[src/rtl/ppw_pkg.sv]
package ppw_pkg;

    localparam int MAP_CPUS  = 4;
    localparam int CW        = $clog2(MAP_CPUS);
    localparam int WIN_AW    = 12;

    // window boundaries (exclusive upper ends)
    localparam logic [WIN_AW-1:0] SCU_END       = 12'h100;
    localparam logic [WIN_AW-1:0] IRQ_ALIAS_END = 12'h200;
    localparam logic [WIN_AW-1:0] IRQ_EXPL_END  = 12'h600;
    localparam logic [WIN_AW-1:0] TMR_ALIAS_END = 12'h700;
    localparam logic [WIN_AW-1:0] TMR_EXPL_END  = 12'hB00;

    // first page number of each explicit per-CPU range
    localparam logic [3:0] IRQ_EXPL_PAGE = 4'h2;
    localparam logic [3:0] TMR_EXPL_PAGE = 4'h7;

    // timer/watchdog selector bit inside a timer page
    localparam int TMR_BANK_BIT = 5;

    // snoop-control bank register offsets
    localparam logic [7:0] SNP_CTRL = 8'h00;
    localparam logic [7:0] SNP_CFG  = 8'h04;
    localparam logic [7:0] SNP_STAT = 8'h08;
    localparam logic [7:0] SNP_INV  = 8'h0C;
    localparam logic [31:0] SNP_CFG_WORD = 32'h0000_00F3;

    typedef enum logic [2:0] {
        RG_NONE = 3'd0,
        RG_SNP  = 3'd1,
        RG_IRQ  = 3'd2,
        RG_TMR  = 3'd3,
        RG_ERR  = 3'd4
    } region_e;

    typedef struct packed {
        region_e       region;
        logic [CW-1:0] cpu;
        logic          bank;
        logic [7:0]    off;
    } route_t;

endpackage

[src/rtl/ppw_region_dec.sv]
module ppw_region_dec
    import ppw_pkg::*;
#(
    parameter int NCPU = 4
) (
    input  logic              valid,
    input  logic [WIN_AW-1:0] win_addr,
    input  logic [CW-1:0]     cur_cpu,
    output route_t            route
);

    logic [3:0] page;
    logic [3:0] irq_idx;
    logic [3:0] tmr_idx;
    logic       cur_ok;

    assign page    = win_addr[WIN_AW-1:8];
    assign irq_idx = page - IRQ_EXPL_PAGE;
    assign tmr_idx = page - TMR_EXPL_PAGE;
    assign cur_ok  = int'(cur_cpu) < NCPU;

    always_comb begin
        route        = '0;
        route.region = RG_NONE;
        if (valid) begin
            if (win_addr < SCU_END) begin
                route.region = RG_SNP;
                route.off    = win_addr[7:0];
            end else if (win_addr < IRQ_ALIAS_END) begin
                route.region = cur_ok ? RG_IRQ : RG_ERR;
                route.cpu    = cur_cpu;
                route.off    = win_addr[7:0];
            end else if (win_addr < IRQ_EXPL_END) begin
                route.region = (int'(irq_idx) < NCPU) ? RG_IRQ : RG_ERR;
                route.cpu    = irq_idx[CW-1:0];
                route.off    = win_addr[7:0];
            end else if (win_addr < TMR_ALIAS_END) begin
                route.region = cur_ok ? RG_TMR : RG_ERR;
                route.cpu    = cur_cpu;
                route.bank   = win_addr[TMR_BANK_BIT];
                route.off    = {4'h0, win_addr[3:0]};
            end else if (win_addr < TMR_EXPL_END) begin
                route.region = (int'(tmr_idx) < NCPU) ? RG_TMR : RG_ERR;
                route.cpu    = tmr_idx[CW-1:0];
                route.bank   = win_addr[TMR_BANK_BIT];
                route.off    = {4'h0, win_addr[3:0]};
            end else begin
                route.region = RG_ERR;
            end
        end
    end

    // nothing is decoded without a request
    always_comb begin
        p_none_when_idle_r11: assert (valid || route.region == RG_NONE)
            else $error("region decoded without a request");
    end

endmodule

[src/rtl/ppw_snoop_regs.sv]
module ppw_snoop_regs
    import ppw_pkg::*;
(
    input  logic        clk,
    input  logic        rst_n,
    input  logic        acc,
    input  logic        write,
    input  logic [7:0]  off,
    input  logic [31:0] wdata,
    output logic [31:0] rdata,
    output logic        err,
    output logic        en
);

    typedef struct packed {
        logic en;
    } snp_state_t;

    snp_state_t st_d, st_q;
    logic       known;
    logic       ro_write;

    always_comb begin
        known    = (off == SNP_CTRL) || (off == SNP_CFG) ||
                   (off == SNP_STAT) || (off == SNP_INV);
        ro_write = write && ((off == SNP_CFG) || (off == SNP_STAT));
        err      = acc && (!known || ro_write);

        st_d = st_q;
        if (acc && write && off == SNP_CTRL) begin
            st_d.en = wdata[0];
        end

        unique case (off)
            SNP_CTRL: rdata = {31'b0, st_q.en};
            SNP_CFG:  rdata = SNP_CFG_WORD;
            default:  rdata = '0;
        endcase
    end

    always_ff @(posedge clk or negedge rst_n) begin
        if (!rst_n) begin
            st_q <= '0;
        end else begin
            st_q <= st_d;
        end
    end

    assign en = st_q.en;

    // a control write lands on the next edge with bit 0 only
    p_ctrl_load_r4: assert property (@(posedge clk) disable iff (!rst_n)
        (acc && write && off == SNP_CTRL) |=> (en == $past(wdata[0])));

    // every other access leaves the enable bit alone
    p_ctrl_hold_r5: assert property (@(posedge clk) disable iff (!rst_n)
        !(acc && write && off == SNP_CTRL) |=> $stable(en));

endmodule

[src/rtl/ppw_rdata_mux.sv]
module ppw_rdata_mux
    import ppw_pkg::*;
#(
    parameter int NCPU = 4,
    parameter int DW   = 32
) (
    input  route_t                  route,
    input  logic [DW-1:0]           snp_rdata,
    input  logic                    snp_err,
    input  logic [NCPU*DW-1:0]      irq_words,
    input  logic [2*NCPU*DW-1:0]    tmr_words,
    output logic [DW-1:0]           rdata
);

    localparam int NTMR = 2 * NCPU;

    logic [DW-1:0] irq_arr [NCPU];
    logic [DW-1:0] tmr_arr [NTMR];
    logic [CW:0]   tmr_idx;

    for (genvar i = 0; i < NCPU; i++) begin : g_irq_unpack
        assign irq_arr[i] = irq_words[i*DW +: DW];
    end
    for (genvar j = 0; j < NTMR; j++) begin : g_tmr_unpack
        assign tmr_arr[j] = tmr_words[j*DW +: DW];
    end

    assign tmr_idx = {route.cpu, route.bank};

    always_comb begin
        case (route.region)
            RG_SNP:  rdata = snp_err ? '0 : snp_rdata;
            RG_IRQ:  rdata = irq_arr[route.cpu];
            RG_TMR:  rdata = tmr_arr[tmr_idx];
            default: rdata = '0;
        endcase
    end

endmodule

[src/rtl/ppw_decoder.sv]
module ppw_decoder
    import ppw_pkg::*;
#(
    parameter int NCPU = 4,
    parameter int DW   = 32,
    parameter int AW   = 32
) (
    input  logic                 clk,
    input  logic                 rst_n,
    input  logic                 req_valid,
    input  logic                 req_write,
    input  logic [AW-1:0]        req_addr,
    input  logic [DW-1:0]        req_wdata,
    input  logic [CW-1:0]        req_cpu,
    output logic [DW-1:0]        rsp_rdata,
    output logic                 rsp_err,
    output logic [NCPU-1:0]      irq_sel,
    output logic [7:0]           irq_off,
    input  logic [NCPU*DW-1:0]   irq_rdata,
    output logic [2*NCPU-1:0]    tmr_sel,
    output logic [3:0]           tmr_off,
    input  logic [2*NCPU*DW-1:0] tmr_rdata,
    output logic                 snoop_en
);

    localparam int NTMR = 2 * NCPU;

    route_t        route;
    logic [DW-1:0] snp_rdata;
    logic          snp_err;
    logic          snp_acc;

    ppw_region_dec #(.NCPU(NCPU)) u_dec (
        .valid    (req_valid),
        .win_addr (req_addr[WIN_AW-1:0]),
        .cur_cpu  (req_cpu),
        .route    (route)
    );

    assign snp_acc = (route.region == RG_SNP);

    ppw_snoop_regs u_snp (
        .clk   (clk),
        .rst_n (rst_n),
        .acc   (snp_acc),
        .write (req_write),
        .off   (route.off),
        .wdata (req_wdata),
        .rdata (snp_rdata),
        .err   (snp_err),
        .en    (snoop_en)
    );

    ppw_rdata_mux #(.NCPU(NCPU), .DW(DW)) u_mux (
        .route     (route),
        .snp_rdata (snp_rdata),
        .snp_err   (snp_err),
        .irq_words (irq_rdata),
        .tmr_words (tmr_rdata),
        .rdata     (rsp_rdata)
    );

    for (genvar i = 0; i < NCPU; i++) begin : g_irq_sel
        assign irq_sel[i] = (route.region == RG_IRQ) && (route.cpu == CW'(i));
    end
    for (genvar j = 0; j < NTMR; j++) begin : g_tmr_sel
        assign tmr_sel[j] = (route.region == RG_TMR) &&
                            ({route.cpu, route.bank} == (CW+1)'(j));
    end

    assign irq_off = route.off;
    assign tmr_off = route.off[3:0];
    assign rsp_err = (route.region == RG_ERR) || snp_err;

    // a single target at most
    p_one_target_r12: assert property (@(posedge clk) disable iff (!rst_n)
        $onehot0({irq_sel, tmr_sel}));

    // an error selects nothing and returns zero
    p_err_quiet_r10: assert property (@(posedge clk) disable iff (!rst_n)
        rsp_err |-> ({irq_sel, tmr_sel} == '0 && rsp_rdata == '0));

    // idle cycles are silent
    p_idle_silent_r11: assert property (@(posedge clk) disable iff (!rst_n)
        !req_valid |-> (!rsp_err && {irq_sel, tmr_sel} == '0 && rsp_rdata == '0));

endmodule

[config.mk]
export PLATFORM = sky130hd
export DESIGN_NAME = ppw_decoder
export DESIGN_NICKNAME = d
export VERILOG_FILES = /design/src/rtl/ppw_pkg.sv /design/src/rtl/ppw_region_dec.sv /design/src/rtl/ppw_snoop_regs.sv /design/src/rtl/ppw_rdata_mux.sv /design/src/rtl/ppw_decoder.sv
export SDC_FILE = /design/constraint.sdc
export NUM_CORES = 1
export LEC_CHECK = 0
export BUFFER_PORTS_ARGS = -buffer_cell sky130_fd_sc_hd__buf_4
export CORE_AREA = 2 2 200 202
export CTS_BUF_LIST = sky130_fd_sc_hd__clkbuf_8
export DETAILED_ROUTE_END_ITERATION = 6
export DIE_AREA = 0 0 202 204
export PLACE_DENSITY_LB_ADDON = 0.2
export SYNTH_ARGS = -nofsm -noshare
export SYNTH_HDL_FRONTEND = slang
export SYNTH_HIERARCHICAL = 1
export SYNTH_SLANG_ARGS = --single-unit
[constraint.sdc]
create_clock -name clk -period 2.8 [get_ports clk]
set_input_delay 0.14 -clock clk [delete_from_list [all_inputs] [get_ports clk]]
set_output_delay 0.14 -clock clk [all_outputs]
set_load 0.03 [all_outputs]
==> results of run 1 <==
-- how the worst max path moves through the flow --
stage | slack, ns | to | from
6_report | 0.07 | rsp_rdata[31] | req_addr[9]
5_1_grt | -0.04 | rsp_rdata[27] | req_addr[8]
4_1_cts | 0.03 | rsp_rdata[27] | req_addr[8]
3_5_place_dp | -0.14 | rsp_rdata[23] | req_addr[8]
3_3_place_gp | -0.12 | rsp_rdata[23] | req_addr[8]
2_1_floorplan | 0.04 | rsp_rdata[0] | req_addr[8]
-- metal layers --
layer / global-route usage / vias up
met4: 0.00420 / 2
li1: - / 2459
met5: 0 / -
met2: 0.207 / 246
met3: 0.0198 / 4
met1: 0.139 / 2558
-- repair_timing --
action	in CTS	in global routing
hold buffers	1	0
pin swaps	1	5
endpoints found under the setup margin	28	31
resized for setup	16	20
gates cloned	1	3
setup buffers	1	14
endpoints found under the hold margin	1	0
-- kinds of logic after synthesis --
family	Yosys count	share of synthesized area
buffers and inverters	80	0.137
flip-flops	1	0.00622
AO/OA/AOI/OAI	80	0.149
other	1	0.000933
adder cells (fa/ha/maj)	5	0.0149
XOR/XNOR	1	0.00218
AND/OR/NAND/NOR	86	0.116
multiplexers	98	0.574
-- where the power goes --
| part | internal [W] | switching [W] | leakage [nW] |
|---|---|---|---|
| Sequential | 0.0000193 | 0.00000345 | 0.0129 |
| Combinational | 0.000838 | 0.000549 | 4.00 |
| Clock | 0 | 0 | 0 |
| Total | 0.000857 | 0.000552 | 4.01 |
-- cells in the final DEF, fill, tap and decap left out, types with 2 or more instances in the layout --
master / Yosys / final
a22oi_1: 64 / 51
a22oi_2: 0 / 13
and3_1: 8 / 8
buf_12: 2 / 19
buf_4: 34 / 501
buf_6: 10 / 12
clkbuf_16: 0 / 3
conb_1: 1 / 26
ha_1: 4 / 3
inv_1: 7 / 4
inv_2: 0 / 2
mux4_1: 33 / 33
mux4_2: 63 / 63
nand2_1: 37 / 37
nand2b_1: 2 / 2
nand3_1: 3 / 3
nand3b_1: 2 / 2
nor2_1: 12 / 12
nor3_1: 3 / 3
nor3_2: 2 / 2
nor3b_2: 0 / 2
nor4_1: 3 / 3
o21ai_1: 0 / 3
-- layout make-up --
cell class | count | area share
Inverter | 7 | 0.00326
Multi-Input combinational cell | 296 | 0.418
Sequential cell | 1 | 0.00284
Tap cell | 525 | 0.0745
Timing Repair Buffer | 538 | 0.501
-- through the flow --
stage	area (um2)	util	setup WS, ns	instances	hold WS [ns]
floorplan	4120	-	0.0400	377	-0.156
global placement	8330	0.213	-0.120	1347	-0.0834
detailed placement	8330	0.213	-0.141	1347	-0.0845
CTS	8470	0.216	0.0324	1350	0.363
global route	8820	0.225	-0.0370	1367	0.379
finish	8820	0.225	0.0730	1367	0.360
==> metrics.md, run 1 <==
| Metric | Value |
|---|---|
| Status | `completed` |
| # DRC | `0` |
| Final setup fails | `0` |
| Cells on worst reg2reg path | `1` |
| Die height | `roughly 200 um` |
| Post-route minimum period | `~2.7 ns` |
| Largest net degree at the start of global routing | `29` |
| Type of origin of the critical path | `primary input` |
| WP buf/inv | `5` |
| Largest stage delay on the critical path | `0.55 ns` |
| Synth top area cells | `mux4_2, mux4_1, a22oi_1` |
| Worst skew pair latency | `0 ns` |
| Worst R2R End | `u_snp/en` |
| Mapped Area | `4020 um2` |
| Pleak | `~4.0 nW` |
| Avg Cell Area, Syn | `~11 um2` |
| Antenna Cells | `0` |
| FF-to-FF Start | `u_snp/en` |
| Die width | `approximately 200 um` |
| Vias after detailed routing | `5269` |
| GRT Overall Usage | `0.111` |
| Slowest library cell on the worst path | `mux4_1` |
| Met3 routed WL | `~1800 um` |
| Crit-path max FO | `11` |
| Hold path depth | `2` |
| Starting Density | `0.103` |
| Final WL | `~26000 um` |
| Most numerous cell in the Yosys netlist | `a22oi_1` |
| DRT Pass-1 Iters | `4` |
| Yosys top cell area share | `0.353` |
| Hold Path End | `u_snp/en` |
| Fin crit share | `0.974` |
| Worst IR Drop VDD | `around 54 uV` |
| Crit-path cells | `buf_4, ha_4, inv_2, mux2i_1, o32a_1, a211oi_4, buf_12, bufbuf_16, mux4_1, a22oi_1, nand2_1, buf_4` |
| WS Path Type | `primary input to output port` |
| R2R Setup Slk | `roughly 2 ns` |
| Total gr overflow | `0` |
| Reg clk slew, reported paths | `0 ns` |
| Cell taking the most area after synthesis | `mux4_2` |
| Sequential-to-total area share from yosys stat | `0.00622` |
| Routed vias/inst | `about 3.9` |
| Number of synthesized register bits | `1` |
| Hold Violations, Final | `0` |
| Setup Skew | `0 ns` |
| Antenna-violating nets left | `0` |
| Top Family by Delay on Critical Path | `buffers and inverters` |
| # Max-Cap Violations | `0` |
| # fillers | `approximately 4300` |
| I/O pin cnt | `512` |
| Met2 WL | `about 14000 um` |
| Nets | `approximately 1300` |
| Share of layout cells above drive strength 1 | `0.753` |
| Synth Instances | `352` |
| CP dominant cell by count | `buf_4` |
| Total chip power | `about 0.0014 W` |
| DRT iter0 DRCs | `roughly 200` |
| Top sig layer | `met5` |
| Routability cong. | `0.776` |
| DP Wirelength | `between 20000 and 25000 um` |
| Final setup TNS | `0 ns` |
| Area growth, synth to finish | `119%` |
| Synth Flop Type | `dfrtp_1` |
| Worst min-delay path category | `primary input to register` |
| Initial antenna violation count | `1` |
| Post-synth EDFFs | `0` |
| Crit. End Element | `output port` |
| PD cells | `roughly 160 nW/um2` |
| Synth top cells by count | `a22oi_1, mux4_2, nand2_1` |
| Drt wl/cell | `about 19 um` |
| Die area | `41200 um2` |
| Row count | `73` |
| RSZ-0062 raised after global routing | `yes` |
| Critical Path RT | `2.66 ns` |
| Yosys cell types | `49` |
| WP depth | `12` |
| Yosys warnings | `6` |
| Critical Path AT | `about 2.6 ns` |
| PortBufs | `460` |
| Number of flip-flops in the largest register | `1` |
| Min-delay src | `req_wdata[0]` |
| Via count of the first global-routing pass | `approximately 5500` |
| CORE AREA | `between 30000 and 40000 um2` |
| Async S/R FF share, synth | `1.00` |
| Flip-flop and latch area | `roughly 25 um2` |
| First-pass GRT wire length | `around 35000 um` |
| F_max | `0.367 GHz` |
| WL met1 | `roughly 10000 um` |
| Multi-input logic area | `3690 um2` |
| Final Slew Violations | `0` |
Power figures use the tool's default switching activity.
==> run 2, diff against run 1 <==
==> constraint.sdc (replaced) <==
create_clock -name clk -period 2.8 [get_ports clk]
set_input_delay 0.14 -clock clk [delete_from_list [all_inputs] [get_ports clk]]
set_output_delay 0.14 -clock clk [all_outputs]
set_load 0.005 [all_outputs]
==> run 2 against run 1 <==
Effect of this change: hold slack got worse by 0.0018 ns; sequential cell count stayed put; critical endpoint is now rsp_rdata[12]; critical path depth increased by 1; sequential power is essentially flat; highest routed layer unchanged; sequential share of layout area barely moved; wire length is 1.0% lower.
==> metrics.md, run 2 (synthesis results as in run 1) <==
| Metric | Value |
|---|---|
| Final std cells w/o fill | `~1400` |
| Reg clk slew, reported paths | `0 ns` |
| Type of origin of the critical path | `primary input` |
| Die width | `202 um` |
| Crit. End Element | `output port` |
| # Max-Cap Violations | `0` |
| Largest net degree at the start of global routing | `25` |
| Largest stage delay on the critical path | `approximately 0.51 ns` |
| Row count | `73` |
| Worst min-delay path category | `primary input to register` |
| Post-place instance area | `~8400 um2` |
| Die height | `about 200 um` |
| Critical Path RT | `around 2.7 ns` |
| Final setup fails | `0` |
| Cells on worst reg2reg path | `1` |
| Worst R2R End | `u_snp/en` |
| Pleak | `between 4 and 5 nW` |
| Flop pwr share | `0.017` |
| Crit-path cells | `buf_6, ha_4, inv_2, mux2i_1, o32a_1, a211oi_4, buf_6, buf_12, buf_16, mux4_2, a22oi_2, nand2_1, buf_4` |
| PD cells | `147 nW/um2` |
| NetSw | `around 0.00045 W` |
| Most common cell after layout, fill and taps aside | `buf_4` |
| Worst IR Drop VDD | `48.7 uV` |
| Die area | `41200 um2` |
| WP depth | `13` |
| Setup Skew | `0 ns` |
| DRT Pass-1 Iters | `5` |
| Crit-path max FO | `10` |
| Via count of the first global-routing pass | `5607` |
| # DRC | `0` |
| Placed cells | `approximately 1300` |
| Vias after detailed routing | `roughly 5300` |
| Layout Utilization | `0.227` |
| PortBufs | `460` |
| Fin crit share | `0.964` |
| F_max | `between 0.3 and 0.4 GHz` |
| Post-route minimum period | `2.70 ns` |
| R2R Setup Slk | `between 2 and 2.5 ns` |
| CORE AREA | `around 39000 um2` |
| GRT Overall Usage | `0.112` |
| Routability cong. | `between 0.7 and 0.8` |
| Antenna Cells | `0` |
| WS Path Type | `primary input to output port` |
| Combinational Power Share | `0.983` |
| Final WL | `25600 um` |
| Final Slew Violations | `0` |
| Hold Path End | `u_snp/en` |
| Area growth, synth to finish | `121%` |
| Hold Violations, Final | `0` |
| Slowest library cell on the worst path | `mux4_2` |
| Post-layout instance area | `slightly below 9000 um2` |
| Status | `completed` |
| Top Family by Delay on Critical Path | `compound AO/OA/AOI/OAI gates` |
| Antenna-violating nets left | `0` |
| CP dominant cell by count | `buf_6` |
| Hold path depth | `2` |
| RSZ-0062 raised after global routing | `yes` |
| Share of layout cells above drive strength 1 | `0.775` |
| Worst skew pair latency | `0 ns` |
| Clk pwr share | `0` |
| Final setup TNS | `0 ns` |
| Commonest cells after routing, fill and taps aside | `buf_4, mux4_2, a22oi_1` |
| DP Wirelength | `21400 um` |
| WP buf/inv | `6` |
| DRT iter0 DRCs | `203` |
| Sw frac | `0.343` |
| Min-delay src | `req_wdata[0]` |
| Starting Density | `0.103` |
| Internal | `around 0.00086 W` |
| Nets | `1310` |
| Critical Path AT | `around 2.6 ns` |
| Drt wl/cell | `roughly 19 um` |
| Total gr overflow | `0` |
| Number of flip-flops in the largest register | `1` |
| I/O pin cnt | `512` |
| First-pass GRT wire length | `approximately 36000 um` |
| Initial antenna violation count | `1` |
| FF-to-FF Start | `u_snp/en` |
| WHS | `about 0.36 ns` |
| Routed vias/inst | `around 3.8` |
run 2: per-stage QoR:
stage | worst slack (ns) | total power (W)
after global routing | -0.0135 | 0.00141
after CTS | -0.0246 | 0.00128
after global placement | -0.175 | 0.00123
after detailed placement | -0.179 | 0.00123
final | 0.101 | 0.00131
after floorplan | 0.343 | 0.000532
run 2: cell type report:
class | count | area [um2]
sequential | 1 | 25.0
tap | 525 | 657
timing repair buffer | 546 | 4440
multi-input combinational | 296 | 3750
fill | 4249 | 30300
inverter | 7 | 26.3
run 2: worst max path at each step:
stage                    end         from
2_1_floorplan  rsp_rdata[10]  req_addr[8]
3_3_place_gp   rsp_rdata[23]  req_addr[8]
3_5_place_dp   rsp_rdata[23]  req_addr[8]
4_1_cts         rsp_rdata[5]  req_addr[8]
5_1_grt         rsp_rdata[0]  req_addr[8]
6_report       rsp_rdata[12]  req_addr[9]
run 2: metal layers:
layer / wire length (um) / vias up / track usage
li1: - / 2479 / -
met1: 10500 / 2537 / 0.140
met2: 13300 / 229 / 0.209
met3: 1620 / 10 / 0.0207
met4: 164 / 2 / 0.00788
met5: 10 / - / 0
run 2: timing repair:
item | in CTS | in global routing
hold buffers | 1 | 0
gates resized for setup | 17 | 39
pin swaps | 4 | 10
buffers inserted | 4 | 17
endpoints found under the setup margin | 25 | 32
gates cloned | 2 | 2
endpoints found under the hold margin | 1 | 0
run 2: power groups by stage:
stage	Combinational, W	Sequential [W]	Clock [W]
3_3_place_gp	0.00120	0.0000227	0
5_1_grt	0.00139	0.0000227	0
3_5_place_dp	0.00121	0.0000226	0
6_report	0.00129	0.0000225	0
2_1_floorplan	0.000509	0.0000226	0
4_1_cts	0.00125	0.0000226	0
